`config.mk`:
```
export PLATFORM = sky130hd
export DESIGN_NAME = pwr_domain_ctrl
export DESIGN_NICKNAME = d
export VERILOG_FILES = /design/src/rtl/pdc_pkg.sv /design/src/rtl/pdc_policy.sv /design/src/rtl/pdc_wake.sv /design/src/rtl/pdc_qch.sv /design/src/rtl/pdc_seq.sv /design/src/rtl/pwr_domain_ctrl.sv
export SDC_FILE = /design/constraint.sdc
export NUM_CORES = 1
export LEC_CHECK = 0
export CORE_UTILIZATION = 45
export CTS_BUF_LIST = sky130_fd_sc_hd__clkbuf_8
export DETAILED_ROUTE_END_ITERATION = 7
export PLACE_DENSITY_LB_ADDON = 0.15
export SLEW_MARGIN = 10
export SYNTH_ARGS = -nofsm -noshare
export SYNTH_HDL_FRONTEND = slang
export SYNTH_HIERARCHICAL = 1
export SYNTH_SLANG_ARGS = --single-unit
```
`constraint.sdc`:
```
create_clock -name clk -period 2.47 [get_ports clk]
set_input_delay 0.494 -clock clk [delete_from_list [all_inputs] [get_ports clk]]
set_output_delay 0.494 -clock clk [all_outputs]
set_load 0.05 [all_outputs]
```
`src/rtl/pdc_pkg.sv`:
```
package pdc_pkg;
  typedef enum logic [1:0] {
    P_OFF  = 2'd0,
    P_RET  = 2'd1,
    P_WRST = 2'd2,
    P_ON   = 2'd3
  } pwr_t;

  typedef enum logic [2:0] {
    SQ_ON, SQ_QREQ, SQ_ISO, SQ_LOW, SQ_PUP, SQ_REL, SQ_QEXIT
  } seq_t;

  localparam int NUM_WAKE = 4;
endpackage

```
`src/rtl/pdc_policy.sv`:
```
module pdc_policy
  import pdc_pkg::*;
(
  input  logic clk,
  input  logic rst_n,
  input  logic cfg_we,
  input  logic cfg_dyn,
  input  pwr_t cfg_state,
  input  logic busy,
  output logic act_dyn,
  output pwr_t act_state
);
  logic pend_vld;
  logic pend_dyn;
  pwr_t pend_state;

  always_ff @(posedge clk or negedge rst_n) begin
    if (!rst_n) begin
      act_dyn    <= 1'b0;
      act_state  <= P_ON;
      pend_vld   <= 1'b0;
      pend_dyn   <= 1'b0;
      pend_state <= P_ON;
    end else if (cfg_we) begin
      if (busy) begin
        pend_vld   <= 1'b1;
        pend_dyn   <= cfg_dyn;
        pend_state <= cfg_state;
      end else begin
        act_dyn   <= cfg_dyn;
        act_state <= cfg_state;
        pend_vld  <= 1'b0;
      end
    end else if (pend_vld && !busy) begin
      act_dyn   <= pend_dyn;
      act_state <= pend_state;
      pend_vld  <= 1'b0;
    end
  end
endmodule

```
`src/rtl/pdc_wake.sv`:
```
module pdc_wake
  import pdc_pkg::*;
#(
  parameter logic [NUM_WAKE-1:0] WAKE_EN = 4'b1101
) (
  input  logic [NUM_WAKE-1:0] wake_req,
  output logic                wake_any
);
  logic [NUM_WAKE-1:0] masked;

  for (genvar i = 0; i < NUM_WAKE; i++) begin : g_src
    if (WAKE_EN[i]) begin : g_on
      assign masked[i] = wake_req[i];
    end else begin : g_off
      assign masked[i] = 1'b0;
    end
  end

  assign wake_any = |masked;
endmodule

```
`src/rtl/pdc_qch.sv`:
```
module pdc_qch #(
  parameter int NUM_DEV = 2
) (
  input  logic               req_low,
  output logic [NUM_DEV-1:0] qreq_n,
  input  logic [NUM_DEV-1:0] qaccept_n,
  input  logic [NUM_DEV-1:0] qdeny,
  output logic               all_acc,
  output logic               any_deny,
  output logic               all_run
);
  logic [NUM_DEV-1:0] dev_run;

  for (genvar d = 0; d < NUM_DEV; d++) begin : g_dev
    assign qreq_n[d]  = ~req_low;
    assign dev_run[d] = qaccept_n[d] & ~qdeny[d];
  end

  assign all_acc  = ~|qaccept_n;
  assign any_deny = |qdeny;
  assign all_run  = &dev_run;
endmodule

```
`src/rtl/pdc_seq.sv`:
```
module pdc_seq
  import pdc_pkg::*;
#(
  parameter bit RET_FULL = 1'b0
) (
  input  logic clk,
  input  logic rst_n,
  input  logic act_dyn,
  input  pwr_t act_state,
  input  logic wake_any,
  input  logic all_acc,
  input  logic any_deny,
  input  logic all_run,
  input  logic psw_ack,
  output logic req_low,
  output logic iso_en,
  output logic ret_en,
  output logic psw_on,
  output logic dom_rst_n,
  output pwr_t stat_state,
  output logic busy
);
  seq_t sq, sq_n;
  pwr_t low_tgt, low_tgt_n;
  pwr_t pstate, pstate_n;
  pwr_t goal;
  logic keep_logic;

  assign goal = (act_dyn && wake_any) ? P_ON : act_state;
  assign keep_logic = RET_FULL && (low_tgt == P_RET);

  always_comb begin
    sq_n      = sq;
    low_tgt_n = low_tgt;
    pstate_n  = pstate;
    unique case (sq)
      SQ_ON: if (goal != P_ON) begin
        sq_n      = SQ_QREQ;
        low_tgt_n = goal;
      end
      SQ_QREQ: begin
        if (any_deny || goal == P_ON) sq_n = SQ_QEXIT;
        else if (all_acc)             sq_n = SQ_ISO;
      end
      SQ_ISO: begin
        if (goal == P_ON) sq_n = SQ_QEXIT;
        else begin
          sq_n     = SQ_LOW;
          pstate_n = low_tgt;
        end
      end
      SQ_LOW:   if (goal != low_tgt) sq_n = SQ_PUP;
      SQ_PUP:   if (psw_ack) sq_n = SQ_REL;
      SQ_REL:   sq_n = SQ_QEXIT;
      SQ_QEXIT: if (all_run) begin
        sq_n     = SQ_ON;
        pstate_n = P_ON;
      end
      default:  sq_n = SQ_ON;
    endcase
  end

  always_ff @(posedge clk or negedge rst_n) begin
    if (!rst_n) begin
      sq      <= SQ_ON;
      low_tgt <= P_ON;
      pstate  <= P_ON;
    end else begin
      sq      <= sq_n;
      low_tgt <= low_tgt_n;
      pstate  <= pstate_n;
    end
  end

  always_comb begin
    req_low   = 1'b0;
    iso_en    = 1'b0;
    ret_en    = 1'b0;
    psw_on    = 1'b1;
    dom_rst_n = 1'b1;
    unique case (sq)
      SQ_QREQ: req_low = 1'b1;
      SQ_ISO: begin
        req_low = 1'b1;
        iso_en  = 1'b1;
      end
      SQ_LOW: begin
        req_low   = 1'b1;
        iso_en    = 1'b1;
        psw_on    = (low_tgt == P_WRST);
        ret_en    = (low_tgt == P_RET);
        dom_rst_n = keep_logic;
      end
      SQ_PUP: begin
        req_low   = 1'b1;
        iso_en    = 1'b1;
        ret_en    = (low_tgt == P_RET);
        dom_rst_n = keep_logic;
      end
      SQ_REL: begin
        req_low = 1'b1;
        iso_en  = 1'b1;
      end
      default: ;
    endcase
  end

  assign stat_state = pstate;
  assign busy       = (sq != SQ_ON) && (sq != SQ_LOW);
endmodule

```
`src/rtl/pwr_domain_ctrl.sv`:
```
module pwr_domain_ctrl
  import pdc_pkg::*;
#(
  parameter int                  NUM_DEV  = 2,
  parameter logic [NUM_WAKE-1:0] WAKE_EN  = 4'b1101,
  parameter bit                  RET_FULL = 1'b0
) (
  input  logic                clk,
  input  logic                rst_n,
  input  logic                cfg_we,
  input  logic                cfg_dyn,
  input  logic [1:0]          cfg_state,
  output logic [1:0]          stat_state,
  output logic                stat_busy,
  input  logic [NUM_WAKE-1:0] wake_req,
  output logic [NUM_DEV-1:0]  qreq_n,
  input  logic [NUM_DEV-1:0]  qaccept_n,
  input  logic [NUM_DEV-1:0]  qdeny,
  output logic                psw_on,
  input  logic                psw_ack,
  output logic                ret_en,
  output logic                iso_en,
  output logic                dom_rst_n
);
  logic act_dyn;
  pwr_t act_state;
  logic wake_any;
  logic req_low, all_acc, any_deny, all_run;
  pwr_t pstate;

  pdc_policy u_policy (
    .clk       (clk),
    .rst_n     (rst_n),
    .cfg_we    (cfg_we),
    .cfg_dyn   (cfg_dyn),
    .cfg_state (pwr_t'(cfg_state)),
    .busy      (stat_busy),
    .act_dyn   (act_dyn),
    .act_state (act_state)
  );

  pdc_wake #(.WAKE_EN(WAKE_EN)) u_wake (
    .wake_req (wake_req),
    .wake_any (wake_any)
  );

  pdc_qch #(.NUM_DEV(NUM_DEV)) u_qch (
    .req_low   (req_low),
    .qreq_n    (qreq_n),
    .qaccept_n (qaccept_n),
    .qdeny     (qdeny),
    .all_acc   (all_acc),
    .any_deny  (any_deny),
    .all_run   (all_run)
  );

  pdc_seq #(.RET_FULL(RET_FULL)) u_seq (
    .clk        (clk),
    .rst_n      (rst_n),
    .act_dyn    (act_dyn),
    .act_state  (act_state),
    .wake_any   (wake_any),
    .all_acc    (all_acc),
    .any_deny   (any_deny),
    .all_run    (all_run),
    .psw_ack    (psw_ack),
    .req_low    (req_low),
    .iso_en     (iso_en),
    .ret_en     (ret_en),
    .psw_on     (psw_on),
    .dom_rst_n  (dom_rst_n),
    .stat_state (pstate),
    .busy       (stat_busy)
  );

  assign stat_state = pstate;
endmodule

```
Yosys cells after proc, flatten, opt, wreduce, memory -nomap -nowiden. Cells that the tools add are included. W data, S select, Z words.

Bits in registers: 14. Input bits: 15. Output and inout port bits: 9. Word-level logic and storage cells: 79.

Eq/ne operators: 19. Mux-type cells: 26. Bitwise logic cells: 5. Reductions and logical operators: 21.

Operators by type and width (number): $mux W3 (7); $pmux W3 S7 (1); $mux W2 (6); $mux W1 (11); $ne A2 B2 Y1 const B (5); $eq A3 B3 Y1 const B (3); $reduce_and A2 Y1 (4); $eq A3 B2 Y1 const B (2); $ne A3 B2 Y1 const B (2); $reduce_or A2 Y1 (3); $reduce_and A5 Y1 (1); $reduce_or A5 Y1 (1); $eq A2 B2 Y1 const B (2); $ne A2 B1 Y1 const B (2); $pmux W2 S2 (1); $reduce_bool A2 Y1 (2); $reduce_or A4 Y1 (1); $eq A3 B1 Y1 const B (1); $logic_and A1 B1 Y1 (3); $logic_not A3 Y1 (1); $not A1 Y1 (3); $reduce_and A3 Y1 (1); $reduce_bool A3 Y1 (1); $reduce_or A3 Y1 (1); 5 further kinds (6).

Longest topological paths before layout. Gate-level depths: netlist of the first run.

Word-level depth: 7. Mapped depth: 7. Depth with buffers taken out: 6.

Hierarchy. Netlist of the first run, hierarchy kept.

Modules (own cells, without submodules): pdc_seq (instances 1, cells each 67, area each 589.3 µm², seq. area each 180.2 µm²); pdc_policy (instances 1, cells each 27, area each 335.3 µm², seq. area each 180.2 µm²); pdc_qch (instances 1, cells each 5, area each 33.8 µm², seq. area each 0.0 µm²); pdc_wake (instances 1, cells each 1, area each 6.3 µm², seq. area each 0.0 µm²).

Least setup slack after synthesis of the first run. OpenSTA, ideal clock, no wires.

Path kind: reg-to-output. Start: reg u_seq.sq[1]. End: out ret_en. Arrival time: 2476 ps. Data required time: 1976 ps. Slack: -500 ps. Stages on the path, launching flop included: 6. Buffers on the path: 1. Path through: dfrtp_1 -> buf_6 -> inv_2 -> nor3_1 -> nor2_1 -> nor3b_1.

Longest elaborated chain between the ends: 3. Elaborated cells on any way between the ends: 4. Those cells by class: eq/ne (2); mux (1); reduce/logical (1).

RTL lines: start, declared (RTL line pdc_seq.sv:23) `seq_t sq, sq_n;`; start signal, assigned (RTL line pdc_seq.sv:69) `sq <= sq_n;`; $eq A3 B2 Y1 or $eq A3 B3 Y1 (tied branches) (RTL line pdc_seq.sv:81) `unique case (sq)`; $reduce_or A2 Y1 (no source line) (*); $mux W1 (*); end, declared (RTL line pwr_domain_ctrl.sv:21) `output logic ret_en,`.

Mark *: on every way between the ends. The rest lies on a longest branch, timed or not.

Final worst setup path of the first run.
Start: in wake_req[2]. End: reg u_seq.sq[0].

Longest elaborated chain between the ends: 7. Elaborated cells on any way between the ends: 14. Those cells by class: eq/ne (6); mux (4); reduce/logical (4).

RTL lines: start, declared (RTL line pwr_domain_ctrl.sv:15) `input logic [NUM_WAKE-1:0] wake_req,`; $reduce_or A3 Y1 (*) (RTL line pdc_wake.sv:19) `assign wake_any = |masked;`; named net wake_any (RTL line pwr_domain_ctrl.sv:27) `logic wake_any;`; $logic_and A1 B1 Y1 (*) (RTL line pdc_seq.sv:29) `assign goal = (act_dyn && wake_any) ? P_ON : act_state;`; $mux W2 (*) (RTL line pdc_seq.sv:29); $eq A2 B2 Y1 (RTL line pdc_seq.sv:42, pdc_seq.sv:46); $logic_or A1 B1 Y1 (RTL line pdc_seq.sv:42) `if (any_deny || goal == P_ON) sq_n = SQ_QEXIT;`; $mux W3 or $ne A3 B2 Y1 (tied branches); $pmux W3 S7 or $reduce_and A5 Y1 (tied branches).

Mark *: on every way through the listed nets, which the timed path passes. The rest lies on a longest branch. A chain may end at the register's enable or synchronous reset.

==> out/metrics.csv, run 1 <==
metric,value,unit
status,finished clean,
comb_power_share,0.601,
syn-instance-count,100,
drive_above_1_share,0.270,
synth_top_family_by_area,compound AO/OA/AOI/OAI gates,
place_inst,149,
start_kind,primary input,
synth_seq_cells,14,
cts-root-buf,clkbuf_8,
fillCellCount,171,
cts.sink_count,14,
overflow,0,
synth_nets,115,
die_area,0.00233,mm^2
first_pass_iters,4,
pin_count,24,
fp.coreArea,0.00198,mm^2
reg2reg_slack,0.55,ns
power-per-cell-area,1520,mW/mm^2
track_usage,0.184,
insertedDiodeCount,0,
r2r-start,u_seq/sq[1]$_DFFE_PN0P_,
end_kind,flop,
rows,16,
cts_buffers,3,
postRouteAntennaNets,0,
fmax,0.421,GHz
tritoncts,done,
syn-cell-area,965,um^2
placed_cell_area,0.00124,mm^2
finalMaxSlewViolations,0,
place_hpwl,1490,um
drv_cap,0,
wl,1940,um
cp-endpoint,u_seq/sq[0]$_DFFE_PN0P_,
regArea,360,um^2
drt_iter0_markers,10,
power_frac_clock,0.116,
rsz0062_at_grt,false,
syn_avg_cell_area,9.65,um^2
synth_top_area_cell,dfstp_2,
postCtsSetupRepairBufs,0,
crit_arrival,2.51,ns
cts.path.max_buffers,2,
power.switching,911,uW
yosys-top-cells-area,"dfstp_2 (22%), dfrtp_1 (16%), nor2_1 (6.6%)",
die_height,48.3,um
clk_pin_slew,0.06,ns
required,2.60,ns
grt_pass1_vias,739,
multiInputGateArea,536,um^2
worst_slack,0.0960,ns
critPathMaxFanout,3,
async_flop_share,1.00,
synth_top_area_share,0.218,
nets,142,
antenna_found_initial,0,
finalCritPeriodShare,0.961,
ir_worst_vdd,0.998,mV
slew_headroom,0.557,
rr_endpoint,u_policy/act_state[0]$_DFFE_PN1P_,
clock_skew,0.00116,ns
finalWorstPathRequiredPeriod,2.37,ns
finalSetupViolCount,0,
netSwitchingFraction,0.464,
clock_latency,0.25,ns
wl_per_cell,12.7,um
synth_simple_gate_area_frac,0.222,
synthMuxAreaShare,0.0506,
synth-edff-count,0,
power.leakage,0.000531,uW
post-place-ws,-0.149,ns
via_count,797,
worst_pin_slew,0.662,ns
holdBufCountCts,0,
h-tree-depth,1,
die_w,48.3,um
synth_compound_area_frac,0.253,
startpoint,wake_req[2],
fin_cells,153,
post-route-cell-area,0.00129,mm^2
grt_start_max_net_pins,15,
synth_cell_type_count,40,
ys_warn_count,6,
place.port_buffers,22,
synthFlopType,dfstp_2,
seq_area_frac_synth,0.374,
synthAdderAreaFrac,0,
synthXorXnorAreaFrac,0.0182,
crit_type,in2reg,
p_int,1050,uW
area_growth,34.1,%
start_util,0.487,
vias_per_cell,5.21,
hold_path_class,reg2reg,
cts_resized,0,
seqPwrFrac,0.284,
grt_pass1_wl,3260,um
routabilityCongestion,0.791,
reg2regPathDepth,5,
hold_violations,0,
drc,0,
## layout by cell type (no fill, tap or decap), types with 4 or more instances in the layout
cell type,synthesis,routed
dfstp_2,8,8
inv_1,8,8
clkdlybuf4s50_1,0,16
dfrtp_1,6,6
o22a_1,4,4
a21oi_1,4,4
buf_4,2,10
nor2_1,17,17
clkbuf_8,0,4
## power groups by stage
stage | clock [uW] | sequential (uW) | combinational, uW
2_1_floorplan | 0 | 509 | 927
3_3_place_gp | 0 | 555 | 1170
3_5_place_dp | 0 | 562 | 1180
4_1_cts | 238 | 558 | 1190
5_1_grt | 243 | 577 | 1270
6_report | 228 | 557 | 1180
## layer usage
metal,global-route usage,part of all wire,up-vias
met5,0,0,-
met4,0.0882,0.020,0
met3,0.0283,0.029,5
met2,0.293,0.46,18
met1,0.246,0.50,367
li1,-,-,407
## critical path: stages
cell	delay [ns]
clkdlybuf4s50_1	0.39
or3_1	0.45
a221o_1	0.37
o22a_2	0.23
o311ai_4	0.24
mux2_4	0.33
## through the flow
step	total power, uW	hold slack (ns)	TNS, ns	utilization
floorplan	1440	0.198	0	-
global placement	1720	0.481	-0.268	0.625
detailed placement	1740	0.509	-0.323	0.625
CTS	1980	0.523	0	0.653
global route	2090	0.523	0	0.653
finish	1960	0.512	0	0.653
## logic make-up after synthesis
| logic type | count (synthesis) |
|---|---|
| simple gates | 40 |
| buf+inv | 15 |
| compound gates | 25 |
| xor+xnor | 2 |
| flops | 14 |
| mux | 4 |
## sequential cells by signal (all words and copies together) (netlist names)
register,flops
u_policy/act_dyn,1
u_policy/act_state,2
u_policy/pend_dyn,1
u_policy/pend_state,2
u_policy/pend_vld,1
u_seq/low_tgt,2
u_seq/sq,3
u_seq/stat_state,2
## synth_stat cells, types with 3 or more instances
cell type and n:
nor3b_1 4, nand2_1 3, mux2_1 3, a21oi_1 4, a221oi_1 3, dfrtp_1 6, nor2_1 17, nor3_1 3
inv_1 8, dfstp_2 8, o22a_1 4
## final cells by class
| type | instances | area share |
|---|---|---|
| multi-input combinational | 71 | 0.414 |
| sequential | 14 | 0.279 |
| timing repair buffer | 28 | 0.213 |
| clock buffer | 4 | 0.0426 |
| inverter | 9 | 0.0261 |
| tap | 27 | 0.0261 |
## worst min-delay path by stage
stage / depth (start not counted) / startpoint / to / slack (ns)
final: 1 / u_policy/pend_dyn$_DFFE_PN0P_ / u_policy/pend_dyn$_DFFE_PN0P_ / 0.51
after floorplan: 0 / rst_n / u_policy/act_dyn$_DFFE_PN0P_ / 0.20
after detailed placement: 1 / u_policy/pend_dyn$_DFFE_PN0P_ / u_policy/pend_dyn$_DFFE_PN0P_ / 0.51
after global routing: 1 / u_policy/pend_dyn$_DFFE_PN0P_ / u_policy/pend_dyn$_DFFE_PN0P_ / 0.52
after CTS: 1 / u_policy/pend_dyn$_DFFE_PN0P_ / u_policy/pend_dyn$_DFFE_PN0P_ / 0.52
after global placement: 1 / u_policy/pend_dyn$_DFFE_PN0P_ / u_policy/pend_dyn$_DFFE_PN0P_ / 0.48
Note: power is estimated with default switching activity, not from simulation.
==> run 2, diff against run 1 <==
--- a/config.mk
+++ b/config.mk
@@ -6,7 +6,7 @@
 export NUM_CORES = 1
 export LEC_CHECK = 0
 export CORE_UTILIZATION = 45
-export CTS_BUF_LIST = sky130_fd_sc_hd__clkbuf_8
+export CTS_BUF_LIST = sky130_fd_sc_hd__clkbuf_4 sky130_fd_sc_hd__clkbuf_8
 export DETAILED_ROUTE_END_ITERATION = 7
 export PLACE_DENSITY_LB_ADDON = 0.15
 export SLEW_MARGIN = 10
==> run 2 against run 1 <==
Effect of this change:
- sequential share of layout area up 0.48 points
- worst hold slack improved by 0.0067 ns
- setup slack better by 0.051 ns
- register-to-register slack improved by 0.05 ns
- largest power group unchanged
- combinational power about the same
- power decreased by 3.1%
- fmax up 2.2%
==> out/metrics.csv, run 2 (synthesis gave the netlist of run 1 again) <==
metric,value,unit,change
largest_reg_flops,3,,unchanged
clock_latency,0.28,ns,+0.03 ns
reg2reg_slack,0.60,ns,+0.05 ns
r2r-start,u_seq/sq[0]$_DFFE_PN0P_,,
power-per-cell-area,1490,mW/mm^2,-1.8%
status,finished clean,,
top_layer,met3,,
via_count,809,,+1.5%
rows,16,,unchanged
slowest_stage,or3_1,,
hold_path_class,reg2reg,,
layout_common_cells,"nor2_1 (17), clkdlybuf4s50_1 (16), buf_4 (10)",,
first_pass_iters,4,,unchanged
met1Wirelength,940,um,-2.3%
holdBufCountCts,0,,unchanged
cts.path.max_buffers,2,,unchanged
postRouteAntennaNets,0,,unchanged
crit_chain,clkdlybuf4s50_1 -> or3_1 -> a221o_1 -> o22a_2 -> o311ai_4 -> mux2_4,,
track_usage,0.182,,-0.00202
insertedDiodeCount,0,,unchanged
start_util,0.487,,unchanged
nets,142,,unchanged
critPathMaxFanout,3,,unchanged
power.leakage,0.000522,uW,-1.7%
place.port_buffers,22,,unchanged
finalSetupViolCount,0,,unchanged
rsz0062_at_grt,false,,
place_inst,149,,unchanged
cts-root-buf,clkbuf_4,,
die_w,48.3,um,unchanged
finalCritPeriodShare,0.941,,-0.0205
antenna_found_initial,0,,unchanged
worst_pin_slew,0.670,ns,+0.00872 ns
grt_start_max_net_pins,15,,unchanged
layout_commonest_cell,nor2_1,,
rr_endpoint,u_policy/act_state[0]$_DFFE_PN1P_,,
fin_cells,153,,unchanged
routabilityCongestion,0.791,,unchanged
dr_wl_met2,894,um,+1.1%
drv_cap,0,,unchanged
grt_pass1_wl,3260,um,unchanged
regMostFlops,u_seq/sq,,
drt_iter0_markers,11,,+1
fillCellCount,170,,-0.58%
cts.sink_count,14,,unchanged
min_to,u_policy/pend_dyn$_DFFE_PN0P_,,
drc,0,,unchanged
met3_length,67,um,+18%
wl,1900,um,-2.1%
cts_buffers,3,,unchanged
clock_skew,0.00102,ns,-0.000144 ns
ir_worst_vdd,1.03,mV,+3.4%
wl_per_cell,12.4,um,-2.1%
required,2.64,ns,+0.04 ns
reg2regPathDepth,5,,unchanged
crit_arrival,2.49,ns,-0.02 ns
post-place-ws,-0.149,ns,unchanged
worst_slack,0.147,ns,+0.0506 ns
area_growth,32.3,%,
start_kind,primary input,,
place_hpwl,1490,um,unchanged
clk_pin_slew,0.09,ns,+0.03 ns
postCtsSetupRepairBufs,0,,unchanged
grt_pass1_vias,734,,-0.68%
slew_headroom,0.552,,-0.00583
fp.coreArea,0.00198,mm^2,unchanged
hold_violations,0,,unchanged
die_area,0.00233,mm^2,unchanged
min_delay_path_depth,1,,unchanged
end_kind,flop,,
crit_type,in2reg,,
finalWorstPathRequiredPeriod,2.32,ns,-0.0506 ns
die_height,48.3,um,unchanged
finalMaxSlewViolations,0,,unchanged
drive_above_1_share,0.278,,+0.00794
cpPeakStageDelay,0.44,ns,about the same
overflow,0,,unchanged
startpoint,wake_req[2],,
fmax,0.430,GHz,+2.2%
vias_per_cell,5.29,,+1.5%
tritoncts,done,,
h-tree-depth,1,,unchanged
pin_count,24,,unchanged
min_from,u_policy/pend_dyn$_DFFE_PN0P_,,
[run 2: through the flow]
stage,utilization,cell area [um^2],TNS [ns],power [uW],hold slack (ns)
after floorplan,-,976,0,1440,0.198
after global placement,0.625,1240,-0.268,1720,0.481
after detailed placement,0.625,1240,-0.323,1740,0.509
after global routing,0.644,1280,0,2030,0.531
final,0.644,1280,0,1900,0.519
after CTS,0.643,1270,0,1920,0.530
[run 2: timing repair]
action | 4_1_cts | 5_1_grt
endpoints found under the setup margin | 0 | 1
endpoints found under the hold margin | 0 | 0
gates resized for setup | 0 | 1
[run 2: area by class of cell]
| cell class | instances | area, um^2 | share of cell area |
|---|---|---|---|
| Multi-Input combinational cell | 71 | 536 | 0.420 |
| Inverter | 9 | 33.8 | 0.0265 |
| Tap cell | 27 | 33.8 | 0.0265 |
| Sequential cell | 14 | 362 | 0.283 |
| Clock buffer | 4 | 36.3 | 0.0284 |
| Timing Repair Buffer | 28 | 275 | 0.216 |
[run 2: how the worst max path moves through the flow]
stage and endpoint:
5_1_grt ret_en, 3_3_place_gp u_seq/sq[0]$_DFFE_PN0P_, 4_1_cts iso_en, 2_1_floorplan ret_en, 3_5_place_dp u_seq/sq[0]$_DFFE_PN0P_, 6_report u_seq/sq[0]$_DFFE_PN0P_
[run 2: layer usage]
metal	up-vias	track usage
met2	20	0.296
met1	379	0.244
li1	410	-
met3	0	0.0377
met5	-	0
met4	0	0.0588
[run 2: worst max-delay path: cells and delay by family]
kind                   cells  cell delay (ns)
buffers and inverters      1             0.39
AO/OA/AOI/OAI              3             0.83
multiplexers               1             0.33
AND/OR/NAND/NOR            1             0.44
[run 2: report_power, final]
part / total [uW] / switching [uW] / leakage [uW] / internal (uW)
clock: 167 / 77.7 / 0.0000210 / 89.6
sequential: 559 / 172 / 0.000153 / 387
combinational: 1180 / 651 / 0.000348 / 527
total: 1900 / 900 / 0.000522 / 1000
==> run 3, diff against run 2 <==
--- a/config.mk
+++ b/config.mk
@@ -7,6 +7,7 @@
 export LEC_CHECK = 0
 export CORE_UTILIZATION = 45
 export CTS_BUF_LIST = sky130_fd_sc_hd__clkbuf_4 sky130_fd_sc_hd__clkbuf_8
+export CTS_CLUSTER_SIZE = 30
 export DETAILED_ROUTE_END_ITERATION = 7
 export PLACE_DENSITY_LB_ADDON = 0.15
 export SLEW_MARGIN = 10
==> results of run 3 <==
No change in the layout: final DEF, timing and power equal those of run 2.
